File: src/rtl/isq_pkg.sv
package isq_pkg;
  localparam int unsigned STREAMS_DEF    = 3;
  localparam int unsigned SUBS_DEF       = 4;
  localparam int unsigned ADDR_W_DEF     = 8;
  localparam int unsigned LEN_W_DEF      = 2;
  localparam int unsigned DATA_W_DEF     = 16;
  localparam int unsigned FIFO_DEPTH_DEF = 8;
  localparam int unsigned BUF_DEPTH_DEF  = 8;
  localparam int unsigned RD_LAT_DEF     = 2;
endpackage

File: src/rtl/isq_addr_fifo.sv
module isq_addr_fifo
  import isq_pkg::*;
#(
  parameter int unsigned ADDR_W = ADDR_W_DEF,
  parameter int unsigned LEN_W  = LEN_W_DEF,
  parameter int unsigned DEPTH  = FIFO_DEPTH_DEF
) (
  input  logic              clk_i,
  input  logic              rst_ni,
  input  logic              push_i,
  input  logic [ADDR_W-1:0] push_addr_i,
  input  logic [LEN_W-1:0]  push_len_i,
  output logic              ready_o,
  output logic              head_vld_o,
  output logic [ADDR_W-1:0] word_addr_o,
  input  logic              issue_i
);
  localparam int unsigned PW = (DEPTH > 1) ? $clog2(DEPTH) : 1;
  localparam int unsigned CW = $clog2(DEPTH + 1);

  logic [ADDR_W-1:0] addr_q [DEPTH];
  logic [LEN_W-1:0]  len_q  [DEPTH];
  logic [PW-1:0]     wp_q, rp_q;
  logic [CW-1:0]     cnt_q;
  logic [LEN_W-1:0]  off_q;
  logic              full, do_push, last_word, rec_done;

  assign full        = (cnt_q == CW'(DEPTH));
  assign ready_o     = ~full;
  assign head_vld_o  = (cnt_q != '0);
  assign do_push     = push_i & ~full;
  assign last_word   = (off_q == len_q[rp_q]);
  assign rec_done    = issue_i & last_word;
  assign word_addr_o = addr_q[rp_q] + ADDR_W'(off_q);

  always_ff @(posedge clk_i) begin
    if (do_push) begin
      addr_q[wp_q] <= push_addr_i;
      len_q[wp_q]  <= push_len_i;
    end
  end

  always_ff @(posedge clk_i or negedge rst_ni) begin
    if (!rst_ni) begin
      wp_q  <= '0;
      rp_q  <= '0;
      cnt_q <= '0;
      off_q <= '0;
    end else begin
      if (do_push)  wp_q <= (wp_q == PW'(DEPTH - 1)) ? '0 : wp_q + 1'b1;
      if (rec_done) rp_q <= (rp_q == PW'(DEPTH - 1)) ? '0 : rp_q + 1'b1;
      cnt_q <= cnt_q + CW'(do_push) - CW'(rec_done);
      if (issue_i) off_q <= last_word ? '0 : off_q + 1'b1;
    end
  end

  AST_ISSUE_HAS_HEAD: assert property (@(posedge clk_i) disable iff (!rst_ni)
    issue_i |-> head_vld_o);
  AST_FULL_PUSH_DROP: assert property (@(posedge clk_i) disable iff (!rst_ni)
    (push_i && full && !rec_done) |=> (cnt_q == $past(cnt_q)));
  AST_HEAD_HOLD: assert property (@(posedge clk_i) disable iff (!rst_ni)
    (head_vld_o && !issue_i) |=> (head_vld_o && $stable(word_addr_o)));
endmodule

File: src/rtl/isq_rr_arb.sv
module isq_rr_arb
  import isq_pkg::*;
#(
  parameter int unsigned NUM_STREAMS = STREAMS_DEF,
  parameter int unsigned NUM_SUBS    = SUBS_DEF,
  localparam int unsigned SW = $clog2(NUM_SUBS),
  localparam int unsigned IW = (NUM_STREAMS > 1) ? $clog2(NUM_STREAMS) : 1
) (
  input  logic                            clk_i,
  input  logic                            rst_ni,
  input  logic [NUM_STREAMS-1:0]          elig_i,
  input  logic [NUM_STREAMS-1:0][SW-1:0]  sub_i,
  input  logic                            win_i,
  output logic [NUM_STREAMS-1:0]          gnt_o
);
  logic [NUM_SUBS-1:0][IW-1:0] ptr_q, pick;
  logic [NUM_SUBS-1:0]         hit;

  // speculative: independent of win_i
  always_comb begin
    gnt_o = '0;
    hit   = '0;
    pick  = '0;
    for (int k = 0; k < NUM_SUBS; k++) begin
      for (int i = 0; i < NUM_STREAMS; i++) begin
        int idx;
        idx = (int'(ptr_q[k]) + i) % NUM_STREAMS;
        if (!hit[k] && elig_i[idx] && (sub_i[idx] == SW'(k))) begin
          gnt_o[idx] = 1'b1;
          hit[k]     = 1'b1;
          pick[k]    = IW'(idx);
        end
      end
    end
  end

  always_ff @(posedge clk_i or negedge rst_ni) begin
    if (!rst_ni) begin
      ptr_q <= '0;
    end else if (win_i) begin
      for (int k = 0; k < NUM_SUBS; k++)
        if (hit[k]) ptr_q[k] <= (pick[k] == IW'(NUM_STREAMS - 1)) ? '0 : pick[k] + 1'b1;
    end
  end

  for (genvar k = 0; k < NUM_SUBS; k++) begin : g_chk
    logic [NUM_STREAMS-1:0] col;
    always_comb
      for (int s = 0; s < NUM_STREAMS; s++) col[s] = gnt_o[s] && (sub_i[s] == SW'(k));
    AST_ONE_PER_SUB: assert property (@(posedge clk_i) disable iff (!rst_ni)
      $onehot0(col));
    AST_RR_MOVES: assert property (@(posedge clk_i) disable iff (!rst_ni)
      (win_i && hit[k]) |=> (ptr_q[k] != $past(pick[k])));
  end

  AST_NO_WIN_HOLD: assert property (@(posedge clk_i) disable iff (!rst_ni)
    !win_i |=> $stable(ptr_q));
endmodule

File: src/rtl/isq_data_buf.sv
module isq_data_buf
  import isq_pkg::*;
#(
  parameter int unsigned DATA_W = DATA_W_DEF,
  parameter int unsigned DEPTH  = BUF_DEPTH_DEF
) (
  input  logic              clk_i,
  input  logic              rst_ni,
  input  logic              issue_i,
  input  logic              wr_i,
  input  logic [DATA_W-1:0] wr_data_i,
  input  logic              pop_i,
  output logic              space_o,
  output logic              empty_o,
  output logic [DATA_W-1:0] rd_data_o
);
  localparam int unsigned PW = (DEPTH > 1) ? $clog2(DEPTH) : 1;
  localparam int unsigned CW = $clog2(DEPTH + 1);

  logic [DATA_W-1:0] mem_q [DEPTH];
  logic [PW-1:0]     wp_q, rp_q;
  logic [CW-1:0]     occ_q, resv_q;
  logic              do_pop;

  assign empty_o   = (occ_q == '0);
  assign do_pop    = pop_i & ~empty_o;
  assign space_o   = (resv_q < CW'(DEPTH));
  assign rd_data_o = mem_q[rp_q];

  always_ff @(posedge clk_i) begin
    if (wr_i) mem_q[wp_q] <= wr_data_i;
  end

  always_ff @(posedge clk_i or negedge rst_ni) begin
    if (!rst_ni) begin
      wp_q   <= '0;
      rp_q   <= '0;
      occ_q  <= '0;
      resv_q <= '0;
    end else begin
      if (wr_i)   wp_q <= (wp_q == PW'(DEPTH - 1)) ? '0 : wp_q + 1'b1;
      if (do_pop) rp_q <= (rp_q == PW'(DEPTH - 1)) ? '0 : rp_q + 1'b1;
      occ_q  <= occ_q + CW'(wr_i) - CW'(do_pop);
      resv_q <= resv_q + CW'(issue_i) - CW'(do_pop);
    end
  end

  AST_NO_OVERFLOW: assert property (@(posedge clk_i) disable iff (!rst_ni)
    wr_i |-> (occ_q < CW'(DEPTH)));
  AST_ISSUE_ROOM: assert property (@(posedge clk_i) disable iff (!rst_ni)
    issue_i |-> space_o);
  AST_EMPTY_POP_IGNORED: assert property (@(posedge clk_i) disable iff (!rst_ni)
    (pop_i && empty_o) |=> (occ_q == $past(occ_q) + CW'($past(wr_i))));
endmodule

File: src/rtl/isq_lane_unit.sv
module isq_lane_unit
  import isq_pkg::*;
#(
  parameter int unsigned NUM_STREAMS = STREAMS_DEF,
  parameter int unsigned NUM_SUBS    = SUBS_DEF,
  parameter int unsigned ADDR_W      = ADDR_W_DEF,
  parameter int unsigned LEN_W       = LEN_W_DEF,
  parameter int unsigned DATA_W      = DATA_W_DEF,
  parameter int unsigned FIFO_DEPTH  = FIFO_DEPTH_DEF,
  parameter int unsigned BUF_DEPTH   = BUF_DEPTH_DEF,
  parameter int unsigned RD_LAT      = RD_LAT_DEF,
  localparam int unsigned SW = $clog2(NUM_SUBS),
  localparam int unsigned RW = ADDR_W - SW
) (
  input  logic                                clk_i,
  input  logic                                rst_ni,
  input  logic [NUM_STREAMS-1:0]              push_i,
  input  logic [NUM_STREAMS-1:0][ADDR_W-1:0]  push_addr_i,
  input  logic [NUM_STREAMS-1:0][LEN_W-1:0]   push_len_i,
  output logic [NUM_STREAMS-1:0]              ready_o,
  input  logic                                idx_win_i,
  output logic [NUM_SUBS-1:0]                 sub_req_o,
  output logic [NUM_SUBS-1:0][RW-1:0]         sub_row_o,
  input  logic [NUM_SUBS-1:0][DATA_W-1:0]     sub_rdata_i,
  input  logic [NUM_STREAMS-1:0]              pop_i,
  output logic [NUM_STREAMS-1:0][DATA_W-1:0]  pop_data_o,
  output logic                                stall_o
);
  localparam int unsigned IW = (NUM_STREAMS > 1) ? $clog2(NUM_STREAMS) : 1;

  logic [NUM_STREAMS-1:0]             head_vld, space, elig, gnt, issue, wr, empty;
  logic [NUM_STREAMS-1:0][ADDR_W-1:0] waddr;
  logic [NUM_STREAMS-1:0][SW-1:0]     sub;
  logic [NUM_STREAMS-1:0][DATA_W-1:0] wdata;
  logic [NUM_SUBS-1:0][IW-1:0]        req_sid;
  logic [RD_LAT-1:0][NUM_SUBS-1:0]          tv_q;
  logic [RD_LAT-1:0][NUM_SUBS-1:0][IW-1:0]  ts_q;

  for (genvar s = 0; s < NUM_STREAMS; s++) begin : g_strm
    isq_addr_fifo #(.ADDR_W(ADDR_W), .LEN_W(LEN_W), .DEPTH(FIFO_DEPTH)) u_fifo (
      .clk_i, .rst_ni,
      .push_i(push_i[s]), .push_addr_i(push_addr_i[s]), .push_len_i(push_len_i[s]),
      .ready_o(ready_o[s]), .head_vld_o(head_vld[s]), .word_addr_o(waddr[s]),
      .issue_i(issue[s]));
    isq_data_buf #(.DATA_W(DATA_W), .DEPTH(BUF_DEPTH)) u_buf (
      .clk_i, .rst_ni,
      .issue_i(issue[s]), .wr_i(wr[s]), .wr_data_i(wdata[s]),
      .pop_i(pop_i[s]), .space_o(space[s]), .empty_o(empty[s]),
      .rd_data_o(pop_data_o[s]));
    assign sub[s] = waddr[s][SW-1:0];
  end

  assign elig  = head_vld & space;
  assign issue = gnt & {NUM_STREAMS{idx_win_i}};

  isq_rr_arb #(.NUM_STREAMS(NUM_STREAMS), .NUM_SUBS(NUM_SUBS)) u_arb (
    .clk_i, .rst_ni, .elig_i(elig), .sub_i(sub), .win_i(idx_win_i), .gnt_o(gnt));

  always_comb begin
    sub_req_o = '0;
    sub_row_o = '0;
    req_sid   = '0;
    for (int k = 0; k < NUM_SUBS; k++)
      for (int s = 0; s < NUM_STREAMS; s++)
        if (issue[s] && (sub[s] == SW'(k))) begin
          sub_req_o[k] = 1'b1;
          sub_row_o[k] = waddr[s][ADDR_W-1:SW];
          req_sid[k]   = IW'(s);
        end
  end

  // stream tags travel alongside the fixed read latency
  always_ff @(posedge clk_i or negedge rst_ni) begin
    if (!rst_ni) begin
      tv_q <= '0;
      ts_q <= '0;
    end else begin
      tv_q[0] <= sub_req_o;
      ts_q[0] <= req_sid;
      for (int l = 1; l < RD_LAT; l++) begin
        tv_q[l] <= tv_q[l-1];
        ts_q[l] <= ts_q[l-1];
      end
    end
  end

  always_comb begin
    wr    = '0;
    wdata = '0;
    for (int k = 0; k < NUM_SUBS; k++)
      if (tv_q[RD_LAT-1][k]) begin
        wr[ts_q[RD_LAT-1][k]]    = 1'b1;
        wdata[ts_q[RD_LAT-1][k]] = sub_rdata_i[k];
      end
  end

  assign stall_o = |(pop_i & empty);

  always_ff @(posedge clk_i) begin
    if (rst_ni)
      for (int k = 0; k < NUM_SUBS; k++)
        for (int j = k + 1; j < NUM_SUBS; j++)
          AST_RET_UNIQUE: assert (!(tv_q[RD_LAT-1][k] && tv_q[RD_LAT-1][j] &&
                                   (ts_q[RD_LAT-1][k] == ts_q[RD_LAT-1][j])));
  end

  AST_ISSUE_NEEDS_WIN: assert property (@(posedge clk_i) disable iff (!rst_ni)
    (|issue) |-> idx_win_i);
endmodule

File: config.mk
export PLATFORM = sky130hd
export DESIGN_NAME = isq_lane_unit
export DESIGN_NICKNAME = d
export VERILOG_FILES = /design/src/rtl/isq_pkg.sv /design/src/rtl/isq_addr_fifo.sv /design/src/rtl/isq_rr_arb.sv /design/src/rtl/isq_data_buf.sv /design/src/rtl/isq_lane_unit.sv
export SDC_FILE = /design/constraint.sdc
export NUM_CORES = 1
export LEC_CHECK = 0
export ABC_AREA = 0
export BUFFER_PORTS_ARGS = -buffer_cell sky130_fd_sc_hd__buf_2
export CORE_ASPECT_RATIO = 0.8
export CORE_MARGIN = 5
export CORE_UTILIZATION = 60
export DETAILED_ROUTE_END_ITERATION = 8
export PLACE_DENSITY = 0.79
export REMOVE_ABC_BUFFERS = 1
export SLEW_MARGIN = 40
export SYNTH_ARGS = -nofsm -noshare
export SYNTH_HDL_FRONTEND = slang
export SYNTH_SLANG_ARGS = --single-unit
File: constraint.sdc
create_clock -name clk_i -period 18 [get_ports clk_i]
set_clock_uncertainty 0.05 [all_clocks]
set_input_delay 0.9 -clock clk_i [delete_from_list [all_inputs] [get_ports clk_i]]
set_output_delay 0.9 -clock clk_i [all_outputs]
set_load 0.005 [all_outputs]
==> summary.md <==
| Metric | Value |
|---|---|
| Status | `finished clean` |
| Setup CP Type | `reg -> out` |
| CTS Buf Count | `70` |
| Final Hold Vio Count | `0` |
| CTS hold repair buffers | `0` |
| Final WL | `79.0 mm` |
| Final hold slack | `278 ps` |
| Final nets | `2,508` |
| Reg clk slew, reported paths | `70 ps` |
| EDFF count, synth | `624` |
| Clock buffer depth | `3` |
| Final worst-path cycle share | `39.4%` |
| Core ar. | `55,000 um2` |
| Global-route wire length before repair | `120 mm` |
| Die height | `approximately 220 um` |
| Hold Path Class | `in -> async` |
| Final Instance Area | `about 38,000 um2` |
| Root Buffer | `clkbuf_16` |
| PortBufs | `182` |
| Dpl ws | `11,460 ps` |
| Clock sinks | `734` |
| VDD IR max | `roughly 0.00012 V` |
| Pre-antenna DRT Iters | `6` |
| Async SR Flop Fraction | `15.0%` |
| Worst slew pin tran | `881 ps` |
| Slew margin rel. | `41.2%` |
| Area contributors post-synth | `edfxtp_1 56%, mux4_2 11%, dfrtp_1 8.3%` |
| Detailed placer's ending HPWL | `52.5 mm` |
| Initial DRC Count | `~2,200` |
| Post-CTS Setup Repair Bufs | `0` |
| Initial antenna violation count | `5` |
| Largest net degree at the start of global routing | `61` |
| Synthesis warning total | `0` |
| Worst skew pair latency | `610 ps` |
| DIE WIDTH | `273 um` |
| Post-synthesis sequential area ratio | `about 65%` |
| # rows | `77` |
| Cell Chain, Critical Path | `mux4_2, mux2_2, ha_1, inv_1, fa_1, nor2_1, nand3b_1, nor4_1, a2111oi_0, and4_1, a31oi_2, buf_4, o2111ai_4, o221ai_1, buf_2` |
| Dominant cell type by area after synthesis | `edfxtp_1` |
| Layout fillers | `~3,600` |
| Top-area cell type share of the netlist area | `56.4%` |
| CP max stage delay | `760 ps` |
| Startpoint Class | `flop` |
| Synth Instances | `2,102` |
| H-tree level count | `3` |
| Cts repair resizes | `0` |
| WP data arrival | `6150 ps` |
| Crit-path max FO | `21` |
| Crit path buffers/inverters | `3` |
| GRT Total Usage | `a little over a quarter` |
| Crit-path slowest cell | `dfrtp_2` |
| TNS Setup | `0 ps` |
| Period minus WS final | `between 7000 and 8000 ps` |
| Ys flop type | `edfxtp_1` |
| CTS tree | `done` |
| Final worst slack | `10,900 ps` |
| Final setup violation count | `0` |
| Final Wtd Congestion | `0.955` |
| Avg Inst Size Synth | `15.8 um2` |
| Wire per inst | `between 20 and 30 um` |
| Post-DP Area | `35,300 um2` |
| ANT nets after route | `0` |
| Grt ovf | `0` |
| Synth cell types | `93` |
| Top delay family on crit path | `simple AND/OR/NAND/NOR gates` |
| Via count | `19,900` |
| Final Max Tran Viols | `0` |
| #FFs+latches synth | `734` |
| P&R area growth vs syn | `13.3%` |
| Post-Syn Area | `approximately 33,000 um2` |
| Initial core utilization | `60.4%` |
| Worst Setup End Kind | `primary output` |
| Leakage power | `13.5 nW` |
| DRC viols | `0` |
| Power per cell area | `approximately 170 nW/um2` |
| Die Area | `60,200 um2` |
| Number of global-route vias before repair | `20,400` |
| IO Pins | `183` |
| Fraction of layout cells with a size suffix above 1 | `between 20 and 30%` |
| DR vias/cell | `approximately 6.4` |
| Peak Freq | `~0.14 GHz` |
| Data required, critical path | `17,050 ps` |
| RSZ-0062 raised after global routing | `no` |
| Max Cap Viol | `0` |
sequential cells by signal, summed over array words and instances, names as in the netlist, 8 cells and up:
| register | cells |
|---|---|
| g_strm.u_fifo.len_q | 48 |
| g_strm.u_buf.wp_q | 9 |
| g_strm.u_fifo.cnt_q | 12 |
| g_strm.u_buf.occ_q | 12 |
| ts_q | 16 |
| g_strm.u_fifo.addr_q | 192 |
| g_strm.u_buf.rp_q | 9 |
| tv_q | 8 |
| g_strm.u_buf.resv_q | 12 |
| g_strm.u_fifo.rp_q | 9 |
| g_strm.u_fifo.wp_q | 9 |
| g_strm.u_buf.mem_q | 384 |
| u_arb.ptr_q | 8 |
final cells by class:
class / count / area [um2] / area share [%]
flip-flops and latches: 734 / 21500 / 57.1
multi-input cells: 1169 / 11300 / 29.9
clock buffers: 93 / 1870 / 4.96
repair buffers: 229 / 1290 / 3.43
well taps: 750 / 938 / 2.49
clock inverters: 35 / 429 / 1.14
inverters: 98 / 368 / 0.976
diodes: 6 / 15.0 / 0.0398
cell usage in the layout, fill, tap and decap left out, types with 25 or more instances in the layout:
cell type / count
clkbuf_16: 71
nor2_1: 111
nand2_1: 140
o21ai_0: 29
xor2_1: 26
dfrtp_1: 97
ha_1: 91
mux2i_1: 31
nand2b_1: 34
mux2_2: 68
buf_4: 41
nor3_1: 26
inv_1: 93
nand3_1: 25
buf_2: 181
a221oi_1: 33
mux4_2: 156
edfxtp_1: 624
a21oi_1: 46
o22ai_1: 32
cell usage after synthesis, drive strengths merged (9+ instances only):
cell and n:
edfxtp 624, mux4 156, nand2 142, nor2 122, dfrtp 110, inv 97, ha 91, mux2 68
clkbuf 66, a21oi 47, o21ai 47, nor3 45, nand2b 36, buf 35, a221oi 33, mux2i 32
o22ai 32, xor2 26, nand3 25, nor4 24, xnor2 24, o221ai 17, a22oi 16, a21o 15
fa 12, nor2b 12, nor3b 11, o31ai 10, nand3b 9, nor4b 9
worst paths after layout:
path / start / end / slack [ps] / cells after the start
min: rst_ni / g_strm[2].u_fifo.wp_q[0] / 280 / 1
max reg2reg: g_strm[0].u_fifo.rp_q[0] / g_strm[0].u_fifo.cnt_q[3] / 11700 / 19
min in group clk_i: ts_q[6] / ts_q[14] / 290 / 0
min reg2reg: ts_q[6] / ts_q[14] / 290 / 0
max in group asynchronous: rst_ni / g_strm[2].u_buf.rp_q[1] / 16570 / 2
max: g_strm[0].u_fifo.rp_q[0] / sub_row_o[8] / 10900 / 15
power by group:
group / total [W] / switching (W) / internal (W)
sequential: 0.00241 / 0.000266 / 0.00214
combinational: 0.00267 / 0.00154 / 0.00114
clock: 0.00148 / 0.000627 / 0.000854
total: 0.00656 / 0.00243 / 0.00413
cell families (layout without fill, tap and decap cells):
family / count (synthesis) / after routing / synth area share [%]
adders and majority gates: 108 / 108 / 4.30
DFF: 734 / 734 / 64.6
AOI/OAI and AO/OA: 271 / 271 / 5.95
muxes: 256 / 256 / 13.9
and+or+nand+nor: 484 / 484 / 7.52
other: 0 / 6 / 0
buffers and inverters: 199 / 455 / 2.40
xor gates and xnor gates: 50 / 50 / 1.32
per-layer routing:
layer	vias to the layer above	track usage, %	wire [um]	share of wire, %
met1	10000	36.4	30900	39
met5	-	0	12	0.015
li1	8661	-	-	-
met4	2	7.63	2240	2.8
met2	1020	43.6	38700	49
met3	173	5.33	7080	9.0
stage by stage:
step	instances	utilization, %	total power, W
2_1_floorplan	2001	-	0.00416
3_3_place_gp	2971	63.9	0.00495
3_5_place_dp	2980	64.3	0.00508
5_1_grt	3112	68.5	0.00694
4_1_cts	3108	68.4	0.00658
6_report	3114	68.5	0.00656
Note: power is estimated with default switching activity, not from simulation.
